<file path="config.mk">
export PLATFORM = sky130hd
export DESIGN_NAME = eeprom_wrdone_timer
export DESIGN_NICKNAME = d
export VERILOG_FILES = /design/src/rtl/eewd_pkg.sv /design/src/rtl/eewd_wait_timer.sv /design/src/rtl/eewd_ctrl_fsm.sv /design/src/rtl/eeprom_wrdone_timer.sv
export SDC_FILE = /design/constraint.sdc
export NUM_CORES = 1
export LEC_CHECK = 0
export BUFFER_PORTS_ARGS = -buffer_cell sky130_fd_sc_hd__buf_2
export CORE_MARGIN = 2
export CORE_UTILIZATION = 55
export CTS_BUF_LIST = sky130_fd_sc_hd__clkbuf_8 sky130_fd_sc_hd__clkbuf_16
export CTS_CLUSTER_DIAMETER = 80
export DETAILED_ROUTE_END_ITERATION = 7
export PLACE_DENSITY = 0.74
export SLEW_MARGIN = 5
export SYNTH_ARGS = -nofsm -noshare
export SYNTH_HDL_FRONTEND = slang
export SYNTH_SLANG_ARGS = --single-unit
</file>
<file path="constraint.sdc">
create_clock -name clk -period 2.15 [get_ports clk]
set_input_delay 0.43 -clock clk [delete_from_list [all_inputs] [get_ports clk]]
set_output_delay 0.43 -clock clk [all_outputs]
set_load 0.05 [all_outputs]
</file>
<file path="src/rtl/eewd_pkg.sv">
package eewd_pkg;

    typedef enum logic [1:0] {
        ST_IDLE  = 2'd0,
        ST_POLL  = 2'd1,
        ST_XFER  = 2'd2,
        ST_TWAIT = 2'd3
    } eewd_state_e;

    // wait length in cycles from clock rate (kHz) and wait time (us)
    function automatic int unsigned wait_cycles(input int unsigned khz,
                                                input int unsigned us);
        return (khz * us) / 1000;
    endfunction

endpackage

</file>
<file path="src/rtl/eewd_wait_timer.sv">
module eewd_wait_timer #(
    parameter int unsigned WAIT_CYC = 505000
) (
    input  logic clk,
    input  logic rst_n,
    input  logic clear,
    input  logic run,
    output logic expired
);
    localparam int unsigned CW   = (WAIT_CYC < 4) ? 2 : $clog2(WAIT_CYC);
    localparam logic [CW-1:0] LAST = CW'(WAIT_CYC - 1);

    logic [CW-1:0] cnt_q;

    always_ff @(posedge clk) begin
        if (!rst_n)
            cnt_q <= '0;
        else if (clear)
            cnt_q <= '0;
        else if (run && (cnt_q != LAST))
            cnt_q <= cnt_q + 1'b1;
    end

    assign expired = run && (cnt_q == LAST);

    // count never passes the last wait cycle
    a_r5_cnt_bound: assert property (@(posedge clk) disable iff (!rst_n)
        cnt_q <= LAST);

    // a running wait advances by one per cycle
    a_r5_cnt_step: assert property (@(posedge clk) disable iff (!rst_n)
        (run && !clear && cnt_q != LAST) |=> (cnt_q == $past(cnt_q) + 1'b1));

endmodule

</file>
<file path="src/rtl/eewd_ctrl_fsm.sv">
module eewd_ctrl_fsm
    import eewd_pkg::*;
(
    input  logic clk,
    input  logic rst_n,
    input  logic timed_wr_en,
    input  logic acc_req,
    input  logic shift_done,
    input  logic shift_was_wr,
    input  logic ee_ready,
    input  logic wait_expired,
    output logic wait_clear,
    output logic wait_run,
    output logic acc_go,
    output logic busy,
    output logic done_irq,
    output logic done_smi
);
    eewd_state_e state_q, state_d;
    logic        mode_q,  mode_d;   // policy captured at grant
    logic        owed_q,  owed_d;   // ready poll owed before next access
    logic        grant,   complete;
    logic        go_q, irq_q, smi_q;

    // next state
    always_comb begin
        state_d    = state_q;
        mode_d     = mode_q;
        owed_d     = owed_q;
        grant      = 1'b0;
        complete   = 1'b0;
        wait_clear = 1'b0;
        unique case (state_q)
            ST_IDLE: begin
                if (acc_req) begin
                    if (owed_q) state_d = ST_POLL;
                    else        grant   = 1'b1;
                end
            end
            ST_POLL: begin
                if (ee_ready) grant = 1'b1;
            end
            ST_XFER: begin
                if (shift_done) begin
                    if (shift_was_wr && mode_q) begin
                        state_d    = ST_TWAIT;
                        wait_clear = 1'b1;
                    end else begin
                        complete = 1'b1;
                        owed_d   = shift_was_wr;
                    end
                end
            end
            ST_TWAIT: begin
                if (wait_expired) begin
                    complete = 1'b1;
                    owed_d   = 1'b0;
                end
            end
            default: state_d = ST_IDLE;
        endcase
        if (grant) begin
            state_d = ST_XFER;
            mode_d  = timed_wr_en;
            owed_d  = 1'b0;
        end
        if (complete) state_d = ST_IDLE;
    end

    // state register
    always_ff @(posedge clk) begin
        if (!rst_n) begin
            state_q <= ST_IDLE;
            mode_q  <= 1'b0;
            owed_q  <= 1'b0;
        end else begin
            state_q <= state_d;
            mode_q  <= mode_d;
            owed_q  <= owed_d;
        end
    end

    // output pulses
    always_ff @(posedge clk) begin
        if (!rst_n) begin
            go_q  <= 1'b0;
            irq_q <= 1'b0;
            smi_q <= 1'b0;
        end else begin
            go_q  <= grant;
            irq_q <= complete;
            smi_q <= complete;
        end
    end

    assign wait_run = (state_q == ST_TWAIT);
    assign busy     = (state_q != ST_IDLE);
    assign acc_go   = go_q;
    assign done_irq = irq_q;
    assign done_smi = smi_q;

    // immediate completion one cycle after the strobe
    a_r3_imm_done: assert property (@(posedge clk) disable iff (!rst_n)
        (state_q == ST_XFER && shift_done && !(shift_was_wr && mode_q))
        |=> (done_irq && done_smi && !busy));

    // status held and pulses withheld while the wait runs
    a_r5_hold_wait: assert property (@(posedge clk) disable iff (!rst_n)
        (state_q == ST_TWAIT && !wait_expired)
        |=> (busy && !done_irq && !done_smi));

    // no grant while the EEPROM reports not ready
    a_r4_poll_hold: assert property (@(posedge clk) disable iff (!rst_n)
        (state_q == ST_POLL && !ee_ready) |=> !acc_go);

    // no grant issued from an active operation or wait
    a_r9_no_early_go: assert property (@(posedge clk) disable iff (!rst_n)
        (state_q == ST_TWAIT || state_q == ST_XFER) |=> !acc_go);

    // completion pulses last one cycle
    a_r11_irq_pulse: assert property (@(posedge clk) disable iff (!rst_n)
        done_irq |=> !done_irq);

    // grant pulse lasts one cycle and raises busy
    a_r2_go_pulse: assert property (@(posedge clk) disable iff (!rst_n)
        acc_go |-> (busy ##1 !acc_go));

endmodule

</file>
<file path="src/rtl/eeprom_wrdone_timer.sv">
module eeprom_wrdone_timer
    import eewd_pkg::*;
#(
    parameter int unsigned CLK_KHZ = 50000,
    parameter int unsigned WAIT_US = 10100
) (
    input  logic clk,
    input  logic rst_n,
    input  logic timed_wr_en,
    input  logic acc_req,
    input  logic shift_done,
    input  logic shift_was_wr,
    input  logic ee_ready,
    output logic acc_go,
    output logic busy,
    output logic done_irq,
    output logic done_smi
);
    localparam int unsigned WAIT_RAW = wait_cycles(CLK_KHZ, WAIT_US);
    localparam int unsigned WAIT_CYC = (WAIT_RAW < 2) ? 2 : WAIT_RAW;

    logic wait_clear, wait_run, wait_expired;

    eewd_wait_timer #(.WAIT_CYC(WAIT_CYC)) u_timer (
        .clk     (clk),
        .rst_n   (rst_n),
        .clear   (wait_clear),
        .run     (wait_run),
        .expired (wait_expired)
    );

    eewd_ctrl_fsm u_fsm (
        .clk          (clk),
        .rst_n        (rst_n),
        .timed_wr_en  (timed_wr_en),
        .acc_req      (acc_req),
        .shift_done   (shift_done),
        .shift_was_wr (shift_was_wr),
        .ee_ready     (ee_ready),
        .wait_expired (wait_expired),
        .wait_clear   (wait_clear),
        .wait_run     (wait_run),
        .acc_go       (acc_go),
        .busy         (busy),
        .done_irq     (done_irq),
        .done_smi     (done_smi)
    );

endmodule

</file>
==> results.cfg <==
[clock_network]
clock-root-buffer = clkbuf_8
cts_setup_buffers = 0
tritoncts = yes
h-tree-depth = 1
clk_pin_slew_ns = 0.08
cts_resized = 0
clk-insertion-delay-late_ns = 0.27
numCtsBuffers = 3
cts_buffer_depth = 2
cts.sinks = 25
hold_buffers = 0

[global_routing]
grt_max_degree = 14
grt_pass1_vias = 977
groute.usage.overall_pct = 21.6
antenna_found_initial = 0
grt_pass1_wl_mm = 4.21
grt.overflow.total = 0

[worst_setup_path]
cp_max_fo = 6
critical_path_required_ns = 2.30
worstReg2RegStart = u_timer.cnt_q[3]$_SDFFE_PP0P_
start_kind = flip-flop
reg2reg_depth = 5
worstSetupEndpointType = flip-flop
ff2ff_setup_slack_ns = 0.36
reg2reg_to = u_fsm.owed_q$_SDFFE_PP0P_
worstPathArrival_ns = 1.94
worstSetupPathType = flip-flop to flip-flop
setup.worst_path.start = u_timer.cnt_q[3]$_SDFFE_PP0P_
crit_path_end = u_fsm.owed_q$_SDFFE_PP0P_

[route]
wl_per_cell_um = 12.7
wl_met3_um = 48
drc = 0
viasPerCell = 5.52
initialDrtViolationCount = 18
ant_nets = 0
wl_met1_mm = 1.10
wl_met2_mm = 1.08
maxUsedRoutingLayer = met4
wirelength_mm = 2.28
firstDrtPassIters = 3
num_vias = 993

[die]
start_util_pct = 56.6
row_count = 17
die_area_um2 = 2630
ioPinCount = 11
die-height_um = 51.3
die_w_um = 51.3
core-area_um2 = 2170

[worst_hold_path]
hp-start = timed_wr_en
hp-class = primary input to flip-flop

[sta]
tightest_slew_ns = 0.588
fin_crit_ns = 1.79
slew_headroom_pct = 60.4
clock.fmax_ghz = 0.557
fin_skew_ns = 0.00266
maxSlewViolCount = 0
rsz0062_at_grt = false
timing.final.ws_setup_ns = 0.356
finalCritPeriodShare_pct = 83.5
finalHoldViolCount = 0
tns_ns = 0
finalSetupViolations = 0

[status]
status = complete, no violations

[yosys]
synth_warnings = 0
syn_area_per_cell_um2 = 8.78
postSynthCellCount = 140
ys_seq_area_share_pct = 40.7
syn-cell-area_um2 = 1230
syn_nets = 148
ys_seq_elements = 25
ys_types = 40

[placement]
gp_congestion = 0.849
dp_cells = 176
preCtsSetupSlack_ns = 0.363
post-dp-hpwl_mm = 1.74
port_buffers = 10

[power]
power_density_nw_per_um2 = 608
p_leak_nw = 0.474
p_total_mw = 0.814
ir_drop_uv = 550

[cells_and_area]
fill_cells = 220
drive_above_1_share_pct = 15.8
area_growth_pct = 8.96
diodes = 0
fin_cells = 180
num-nets-final = 161

[job]
drv_cap = 0
## layout make-up
type / count / area (um2) / area share (%)
clock buffers: 3 / 41.3 / 3.08
flip-flops and latches: 25 / 500 / 37.4
inverters: 4 / 15.0 / 1.12
well taps: 28 / 35.0 / 2.62
multi-input cells: 106 / 671 / 50.1
repair buffers: 13 / 72.6 / 5.42
clock inverters: 1 / 3.75 / 0.280
## worst min path at each step
stage	to	slack [ns]	cells past startpoint
floorplan	u_timer.cnt_q[18]$_SDFFE_PP0P_	0.47	2
global placement	u_timer.cnt_q[17]$_SDFFE_PP0P_	0.50	2
detailed placement	u_timer.cnt_q[17]$_SDFFE_PP0P_	0.51	2
CTS	u_fsm.mode_q$_SDFFE_PN0P_	0.43	3
global route	u_fsm.done_irq$_SDFF_PN0_	0.45	3
finish	u_fsm.mode_q$_SDFFE_PN0P_	0.42	3
## registers in the layout, summed over array words and instances, names as in the netlist
register and count:
u_fsm.acc_go 1, u_fsm.done_irq 1, u_fsm.mode_q 1, u_fsm.owed_q 1
u_fsm.state_q 2, u_timer.cnt_q 19
## critical path, stage by stage, from the launching register on
cell and delay [ns]:
dfxtp_1 0.36, or4b_4 0.54, nor4b_4 0.32, nand3_1 0.19, a31oi_1 0.21, nor3b_1 0.07
## placed cells by master (no fill, tap or decap), types with 2 or more instances in the layout
master,Yosys,layout
dfxtp_1,25,25
nor3_1,3,3
nor2b_1,2,2
nand3_1,9,9
and4_1,2,2
nand4_1,7,7
xnor2_1,4,4
mux2i_1,2,2
buf_4,1,3
buf_2,0,10
a21oi_2,2,2
o21ai_0,2,2
inv_1,4,5
nor2_1,23,23
xor2_1,11,11
a21oi_1,3,3
nand2_1,14,14
clkbuf_8,2,3
## stage by stage
| stage | util [%] | hold WS, ns | area [um2] |
|---|---|---|---|
| after floorplan | - | 0.471 | 1230 |
| after global placement | 59.6 | 0.501 | 1290 |
| after detailed placement | 59.6 | 0.513 | 1290 |
| after CTS | 61.7 | 0.427 | 1340 |
| after global routing | 61.7 | 0.453 | 1340 |
| final | 61.7 | 0.424 | 1340 |
## logic make-up (layout without fill, tap and decap cells)
logic type,count (synthesis),after routing,synth area share [%]
buffers and inverters,9,21,4.68
AND/OR/NAND/NOR,74,74,33.0
XOR/XNOR,15,15,10.7
adder cells (fa/ha/maj),1,1,1.02
flip-flops,25,25,40.7
multiplexers,2,2,1.63
AO/OA/AOI/OAI,14,14,8.25
## where the power goes
group / total (mW) / switching, mW / internal (mW) / leakage, nW
logic: 0.0724 / 0.0487 / 0.0237 / 0.245
clock network: 0.268 / 0.141 / 0.128 / 0.0269
registers: 0.473 / 0.00407 / 0.469 / 0.202
total: 0.814 / 0.193 / 0.621 / 0.474
## cells in the mapped netlist (all sizes together)
cell	count	share of area, %
a211oi	1	1.0
a21o	1	0.61
a21oi	5	2.6
a22oi	1	0.61
a31o	1	0.71
a31oi	1	0.51
a41o	1	0.81
and2	1	0.51
and3	1	0.51
and4	3	2.2
buf	1	0.61
clkbuf	4	2.9
dfxtp	25	41
ha	1	1.0
inv	4	1.2
mux2i	2	1.6
nand2	14	4.3
nand3	9	3.7
nand3b	1	0.61
nand4	7	3.6
nand4b	1	0.71
nor2	23	7.0
nor2b	2	1.0
nor3	4	2.0
nor3b	1	0.61
nor4	1	0.51
nor4b	2	2.6
o21ai	2	0.81
o22ai	1	0.51
or2	1	0.51
or3	1	0.51
or4b	1	1.1
or4bb	1	0.92
xnor2	4	2.9
xor2	11	7.8
## metal layers
| layer | track usage, % | vias up |
|---|---|---|
| met5 | 0 | - |
| met4 | 10.5 | 0 |
| met3 | 6.14 | 5 |
| met2 | 34.2 | 5 |
| met1 | 26.8 | 475 |
| li1 | - | 508 |
No activity file was read; power rests on OpenSTA's default activity.
